### src/rtl/alm_pkg.sv
package alm_pkg;
  localparam int ADDR_W       = 16;
  localparam int BIT_LO_LD    = 4;
  localparam int BIT_HI_LD    = 5;
  localparam int BIT_EXT      = 11;
  localparam int BIT_WIN      = 12;
  localparam int BIT_RAM_SEL  = 2;
  localparam int BIT_BANK16   = 0;
  localparam int NUM_PTR      = 2;

  localparam logic [ADDR_W-1:0] DEC_MASK =
    (ADDR_W'(1) << BIT_LO_LD) | (ADDR_W'(1) << BIT_HI_LD) |
    (ADDR_W'(1) << BIT_EXT)   | (ADDR_W'(1) << BIT_WIN)   |
    (ADDR_W'(1) << BIT_RAM_SEL);

  typedef struct packed {
    logic                 win;
    logic [NUM_PTR-1:0]   ld;      // [0]=low pointer, [1]=high pointer
    logic                 rom_sel;
    logic                 ram_sel;
  } dec_t;
endpackage

### src/rtl/alm_window_decode.sv
module alm_window_decode
  import alm_pkg::*;
(
  input  logic [ADDR_W-1:0] cpu_addr_i,
  input  logic              romsel_ni,
  input  logic              m2_i,
  output dec_t              dec_o
);
  logic win, ext;
  logic unused_addr;

  assign unused_addr = ^(cpu_addr_i & ~DEC_MASK);

  assign win = romsel_ni & cpu_addr_i[BIT_WIN] & m2_i;
  assign ext = win & cpu_addr_i[BIT_EXT];

  always_comb begin
    dec_o         = '0;
    dec_o.win     = win;
    dec_o.ld[0]   = win & cpu_addr_i[BIT_LO_LD];
    dec_o.ld[1]   = win & cpu_addr_i[BIT_HI_LD];
    dec_o.ram_sel = ext & cpu_addr_i[BIT_RAM_SEL];
    dec_o.rom_sel = ext & ~cpu_addr_i[BIT_RAM_SEL];
  end
endmodule

### src/rtl/alm_ptr_reg.sv
module alm_ptr_reg #(
  parameter int W = 8
) (
  input  logic         clk_i,
  input  logic         rst_ni,
  input  logic         ld_i,
  input  logic [W-1:0] d_i,
  output logic [W-1:0] q_o
);
  always_ff @(posedge clk_i or negedge rst_ni) begin
    if (!rst_ni)   q_o <= '0;
    else if (ld_i) q_o <= d_i;
  end
endmodule

### src/rtl/alm_addr_expand.sv
module alm_addr_expand
  import alm_pkg::*;
#(
  parameter int PTR_W = 8,
  parameter int CHR_W = 4,
  localparam int RAM_AW = 2*PTR_W,
  localparam int ROM_AW = RAM_AW + 1
) (
  input  logic [PTR_W-1:0]  lo_i,
  input  logic [PTR_W-1:0]  hi_i,
  input  logic              bank16_i,
  input  logic              rw_i,
  input  dec_t              dec_i,
  output logic [ROM_AW-1:0] rom_addr_o,
  output logic [RAM_AW-1:0] ram_addr_o,
  output logic [CHR_W-1:0]  chr_bank_o,
  output logic              rom_cs_no,
  output logic              ram_cs_no,
  output logic              ram_we_no
);
  logic unused_dec;
  assign unused_dec = ^{dec_i.win, dec_i.ld};

  assign ram_addr_o = {hi_i, lo_i};
  assign rom_addr_o = {bank16_i, hi_i, lo_i};
  assign chr_bank_o = hi_i[PTR_W-1 -: CHR_W];
  assign rom_cs_no  = ~dec_i.rom_sel;
  assign ram_cs_no  = ~dec_i.ram_sel;
  assign ram_we_no  = ~(dec_i.ram_sel & ~rw_i);
endmodule

### src/rtl/addr_latch_mapper.sv
module addr_latch_mapper
  import alm_pkg::*;
#(
  parameter int PTR_W = 8,
  parameter int CHR_W = 4,
  localparam int RAM_AW = 2*PTR_W,
  localparam int ROM_AW = RAM_AW + 1
) (
  input  logic              clk_i,
  input  logic              rst_ni,
  input  logic              romsel_ni,
  input  logic              m2_i,
  input  logic              rw_i,
  input  logic [ADDR_W-1:0] cpu_addr_i,
  input  logic [PTR_W-1:0]  data_i,
  output logic [PTR_W-1:0]  lo_ptr_o,
  output logic [PTR_W-1:0]  hi_ptr_o,
  output logic [ROM_AW-1:0] rom_addr_o,
  output logic [RAM_AW-1:0] ram_addr_o,
  output logic [CHR_W-1:0]  chr_bank_o,
  output logic              rom_cs_no,
  output logic              ram_cs_no,
  output logic              ram_we_no
);
  dec_t             dec;
  logic [PTR_W-1:0] ptr_q [NUM_PTR];

  alm_window_decode u_dec (
    .cpu_addr_i (cpu_addr_i),
    .romsel_ni  (romsel_ni),
    .m2_i       (m2_i),
    .dec_o      (dec)
  );

  // rw_i deliberately not used for capture: reads latch the bus too
  for (genvar i = 0; i < NUM_PTR; i++) begin : g_ptr
    alm_ptr_reg #(.W(PTR_W)) u_ptr (
      .clk_i  (clk_i),
      .rst_ni (rst_ni),
      .ld_i   (dec.ld[i]),
      .d_i    (data_i),
      .q_o    (ptr_q[i])
    );
  end

  assign lo_ptr_o = ptr_q[0];
  assign hi_ptr_o = ptr_q[1];

  alm_addr_expand #(.PTR_W(PTR_W), .CHR_W(CHR_W)) u_exp (
    .lo_i       (ptr_q[0]),
    .hi_i       (ptr_q[1]),
    .bank16_i   (cpu_addr_i[BIT_BANK16]),
    .rw_i       (rw_i),
    .dec_i      (dec),
    .rom_addr_o (rom_addr_o),
    .ram_addr_o (ram_addr_o),
    .chr_bank_o (chr_bank_o),
    .rom_cs_no  (rom_cs_no),
    .ram_cs_no  (ram_cs_no),
    .ram_we_no  (ram_we_no)
  );
endmodule

### config.mk
export PLATFORM = sky130hd
export DESIGN_NAME = addr_latch_mapper
export DESIGN_NICKNAME = d
export VERILOG_FILES = /design/src/rtl/alm_pkg.sv /design/src/rtl/alm_window_decode.sv /design/src/rtl/alm_ptr_reg.sv /design/src/rtl/alm_addr_expand.sv /design/src/rtl/addr_latch_mapper.sv
export SDC_FILE = /design/constraint.sdc
export NUM_CORES = 1
export LEC_CHECK = 0
export ABC_AREA = 1
export BUFFER_PORTS_ARGS = -buffer_cell sky130_fd_sc_hd__buf_2
export CAP_MARGIN = 30
export CORE_AREA = 2 2 53 55
export DETAILED_ROUTE_END_ITERATION = 10
export DIE_AREA = 0 0 55 57
export PLACE_DENSITY = 0.87
export SLEW_MARGIN = 20
export SYNTH_ARGS = -nofsm -noshare
export SYNTH_HDL_FRONTEND = slang
export SYNTH_SLANG_ARGS = --single-unit
### constraint.sdc
create_clock -name clk_i -period 2.2 [get_ports clk_i]
set_clock_uncertainty 0.2 [all_clocks]
set_input_delay 0.11 -clock clk_i [delete_from_list [all_inputs] [get_ports clk_i]]
set_output_delay 0.11 -clock clk_i [all_outputs]
set_load 0.02 [all_outputs]
==> metrics.txt <==
# TYPE chip_impl_metric gauge
chip_impl_info{name="layout_top_registers",value="g_ptr.u_ptr.q_o: 16 flops"} 1
chip_impl_metric{name="route.detailed.drc",unit=""} 0
chip_impl_metric{name="fin_total_pwr",unit="W"} 0.00111
chip_impl_info{name="critical_path.cell_chain",value="dlygate4sd3_1, buf_2, nand3_1, dlygate4sd3_1, nand2_1"} 1
chip_impl_info{name="cp-end-kind",value="flip-flop"} 1
chip_impl_metric{name="multi_input_area",unit="sq um"} 249
chip_impl_metric{name="die_height",unit="microns"} 57
chip_impl_metric{name="final_core_utilization",unit="%"} 48.7
chip_impl_metric{name="drt_iter0_drc",unit=""} 15
chip_impl_metric{name="synth_simple_gate_area_share",unit="%"} 25.9
chip_impl_metric{name="swShare",unit="%"} 44.3
chip_impl_metric{name="post_synth_mux_area_share",unit="%"} 0
chip_impl_metric{name="post_synth_instance_area",unit="sq um"} 961
chip_impl_metric{name="hold_viol",unit=""} 0
chip_impl_metric{name="post_route_cells_drive_above_1_share",unit="%"} 47.3
chip_impl_metric{name="number_of_global_route_vias_before_repair",unit=""} 763
chip_impl_metric{name="yosys.cell_types.count",unit=""} 11
chip_impl_metric{name="width_of_the_chip",unit="microns"} 55
chip_impl_metric{name="reg2reg_depth",unit=""} 2
chip_impl_info{name="grt_setup_unrepaired",value="false"} 1
chip_impl_metric{name="grt_util_all_layers",unit="%"} 14.2
chip_impl_info{name="clk_root_buffer_cell",value="sky130_fd_sc_hd__clkbuf_4"} 1
chip_impl_metric{name="synthesis.nets",unit=""} 142
chip_impl_metric{name="port-buffer-count",unit=""} 72
chip_impl_metric{name="dp_worst_setup_slack",unit="ns"} 0.986
chip_impl_metric{name="timing_max_transition_violations_final",unit=""} 0
chip_impl_metric{name="fin_ws",unit="ns"} 0.638
chip_impl_info{name="register_name_with_the_most_flops",value="g_ptr.u_ptr.q_o"} 1
chip_impl_metric{name="ys.warnings.count",unit=""} 0
chip_impl_metric{name="detail_route.first_pass.iterations",unit=""} 4
chip_impl_metric{name="final-setup-viol-count",unit=""} 0
chip_impl_metric{name="via_count",unit=""} 870
chip_impl_metric{name="critical_path_required",unit="ns"} 2.23
chip_impl_metric{name="fill_cells",unit=""} 245
chip_impl_metric{name="achievable-frequency",unit="MHz"} 640
chip_impl_metric{name="power.combinational.fraction",unit="%"} 46.5
chip_impl_metric{name="antenna-diode-count",unit=""} 0
chip_impl_info{name="tritoncts",value="done"} 1
chip_impl_info{name="start_kind",value="primary input"} 1
chip_impl_metric{name="tritoncts_num_sinks",unit=""} 16
chip_impl_metric{name="detail_route.wl_per_cell",unit="microns"} 11.0
chip_impl_metric{name="power_spent_charging_and_discharging_nets",unit="W"} 0.000492
chip_impl_metric{name="arrival",unit="ns"} 1.59
chip_impl_info{name="launch_point_of_the_worst_reg_to_reg_path",value="g_ptr[1].u_ptr.q_o[5]"} 1
chip_impl_metric{name="min_period_over_period",unit="%"} 71.0
chip_impl_metric{name="timing.final.crit_period",unit="ns"} 1.56
chip_impl_metric{name="netlist_instances",unit=""} 113
chip_impl_metric{name="power-per-cell-area",unit="nW/um^2"} 873
chip_impl_metric{name="fin_setup_tns",unit="ns"} 0
chip_impl_metric{name="area_growth",unit="%"} 32.4
chip_impl_metric{name="initial_core_util",unit="%"} 36.7
chip_impl_metric{name="design.die.area",unit="sq um"} 3140
chip_impl_metric{name="seqPwrFrac",unit="%"} 36.0
chip_impl_metric{name="irDropWorstVdd",unit="mV"} 0.478
chip_impl_metric{name="worst-path-max-fanout",unit=""} 9
chip_impl_metric{name="lkg_pwr",unit="nW"} 0.740
chip_impl_metric{name="insertion_delay_of_the_later_clocked_pin_in_the_worst_skew_pair",unit="ns"} 0.28
chip_impl_metric{name="critical_path.max_stage_delay",unit="ns"} 0.59
chip_impl_metric{name="clk_path_buf_depth",unit=""} 2
chip_impl_info{name="outcome",value="completed"} 1
chip_impl_metric{name="max_cap_viol_count",unit=""} 0
chip_impl_metric{name="vias_per_cell",unit=""} 4.39
chip_impl_metric{name="numCtsBuffers",unit=""} 3
chip_impl_metric{name="regArea",unit="sq um"} 400
chip_impl_metric{name="whs_path_depth",unit=""} 0
chip_impl_metric{name="antenna_found_initial",unit=""} 0
chip_impl_info{name="holdCritPathClass",value="primary input to output port"} 1
chip_impl_metric{name="synth.avg_cell_area",unit="sq um"} 8.50
chip_impl_metric{name="pin_count",unit=""} 85
chip_impl_metric{name="worst-r2r-setup-slack",unit="ns"} 1.32
chip_impl_metric{name="core_outline_area",unit="sq um"} 2620
chip_impl_metric{name="place_congestion",unit=""} 0.635
chip_impl_info{name="r2r_end",value="g_ptr[1].u_ptr.q_o[5]"} 1
chip_impl_info{name="worst_min_path_start",value="cpu_addr_i[0]"} 1
chip_impl_metric{name="dp_hpwl",unit="mm"} 1.48
chip_impl_metric{name="max_slew_margin",unit="%"} 74.8
chip_impl_metric{name="cts_resized",unit=""} 0
chip_impl_info{name="startpoint",value="cpu_addr_i[5]"} 1
chip_impl_metric{name="final_nets",unit=""} 197
chip_impl_metric{name="cellInternalPower",unit="W"} 0.000619
chip_impl_metric{name="remaining_overflow_grt",unit=""} 0
chip_impl_info{name="min_delay_worst_endpoint",value="rom_addr_o[16]"} 1
chip_impl_info{name="critical-path-slowest-cell",value="sky130_fd_sc_hd__dlygate4sd3_1"} 1
chip_impl_metric{name="std_cell_rows",unit=""} 19
chip_impl_metric{name="largest_register_ffs",unit=""} 16
chip_impl_metric{name="postRouteAntennaNets",unit=""} 0
chip_impl_metric{name="cts-htree-levels",unit=""} 1
chip_impl_metric{name="synth-seq-cells",unit=""} 16
chip_impl_info{name="most_frequent_cell_on_critical_path",value="sky130_fd_sc_hd__dlygate4sd3_1"} 1
chip_impl_metric{name="synth_compound_gate_area_share",unit="%"} 0
chip_impl_info{name="criticalPathCategory",value="primary input to flip-flop"} 1
chip_impl_metric{name="clk_transition_reported_paths",unit="ns"} 0.09
chip_impl_metric{name="synthXorXnorAreaFrac",unit="%"} 0
chip_impl_info{name="combinational_family_with_the_most_area_after_synthesis",value="buffers and inverters"} 1
chip_impl_metric{name="power.share.clock",unit="%"} 17.5
chip_impl_metric{name="synth_adder_area_share",unit="%"} 0
chip_impl_metric{name="ys_seq_area_share",unit="%"} 41.7
chip_impl_metric{name="routed_wl",unit="mm"} 2.18
chip_impl_metric{name="tightestPinTransition",unit="ns"} 0.377
chip_impl_metric{name="grt_max_degree",unit=""} 20
chip_impl_metric{name="grt_first_pass_wirelength",unit="mm"} 3.26
## layout by cell type (no fill, tap or decap)
cell type / n
sky130_fd_sc_hd__inv_2: 1
sky130_fd_sc_hd__nand3b_1: 1
sky130_fd_sc_hd__clkbuf_4: 3
sky130_fd_sc_hd__nand3_1: 17
sky130_fd_sc_hd__nand2_2: 1
sky130_fd_sc_hd__nand4_1: 3
sky130_fd_sc_hd__buf_2: 72
sky130_fd_sc_hd__nand2_1: 32
sky130_fd_sc_hd__dlygate4sd3_1: 18
sky130_fd_sc_hd__nor2_4: 1
sky130_fd_sc_hd__dfrtp_1: 16
sky130_fd_sc_hd__inv_1: 1
sky130_fd_sc_hd__clkbuf_8: 1
## critical path: cells and delay by family
family        cells  cell delay (ns)
buf+inv           3             1.31
simple gates      2             0.17
## cells by family after synthesis
kind of cell / after synthesis
flops: 16
buf+inv: 42
simple gates: 55
## power by group through the flow
stage,logic (W),clock network [W],registers (W)
4_1_cts,0.000519,0.000200,0.000401
6_report,0.000517,0.000194,0.000400
2_1_floorplan,0.000402,0,0.000476
3_5_place_dp,0.000501,0,0.000407
3_3_place_gp,0.000496,0,0.000405
5_1_grt,0.000555,0.000219,0.000413
## repair_timing
item / in CTS / in global routing
buffers inserted: 0 / 0
hold buffers: 18 / 0
endpoints found under the hold margin: 32 / 0
## cell type report
class                      count  area share, %
timing repair buffer          90           42.5
sequential                    16           31.5
multi-input combinational     55           19.6
tap                           31           3.05
clock buffer                   4           2.85
inverter                       2          0.590
## Yosys cell counts
cell type	number	area share, %
sky130_fd_sc_hd__nand2_1	32	13
sky130_fd_sc_hd__nand3b_1	1	0.78
sky130_fd_sc_hd__nand3_1	17	8.9
sky130_fd_sc_hd__nor2_4	1	1.2
sky130_fd_sc_hd__buf_6	1	1.2
sky130_fd_sc_hd__buf_4	39	30
sky130_fd_sc_hd__inv_2	1	0.39
sky130_fd_sc_hd__inv_1	1	0.39
sky130_fd_sc_hd__nand4_1	3	2.0
sky130_fd_sc_hd__dfrtp_1	16	42
sky130_fd_sc_hd__nand2_2	1	0.65
## how the worst max path moves through the flow
stage                                       end  slack [ns]  cells after the start
after floorplan                       ram_we_no        1.20                      4
after global placement                ram_we_no        1.00                      5
after detailed placement              ram_we_no        0.99                      5
after CTS                 g_ptr[1].u_ptr.q_o[0]        0.69                      5
after global routing      g_ptr[1].u_ptr.q_o[2]        0.58                      5
final                     g_ptr[1].u_ptr.q_o[0]        0.64                      5
## layer usage
metal	wire (microns)	vias up	global-route usage, %
met5	0	-	0
met4	41	0	7.32
met3	171	4	2.09
met2	1080	49	24.1
met1	878	386	16.7
li1	-	431	-
## stage by stage
stage               std cells  hold slack (ns)  area [sq um]
CTS                       198           0.0202          1270
detailed placement        176           -0.156          1060
global route              198           0.0201          1270
global placement          176           -0.159          1060
floorplan                 113           -0.386           961
finish                    198           0.0200          1270
Power figures use the tool's default switching activity.
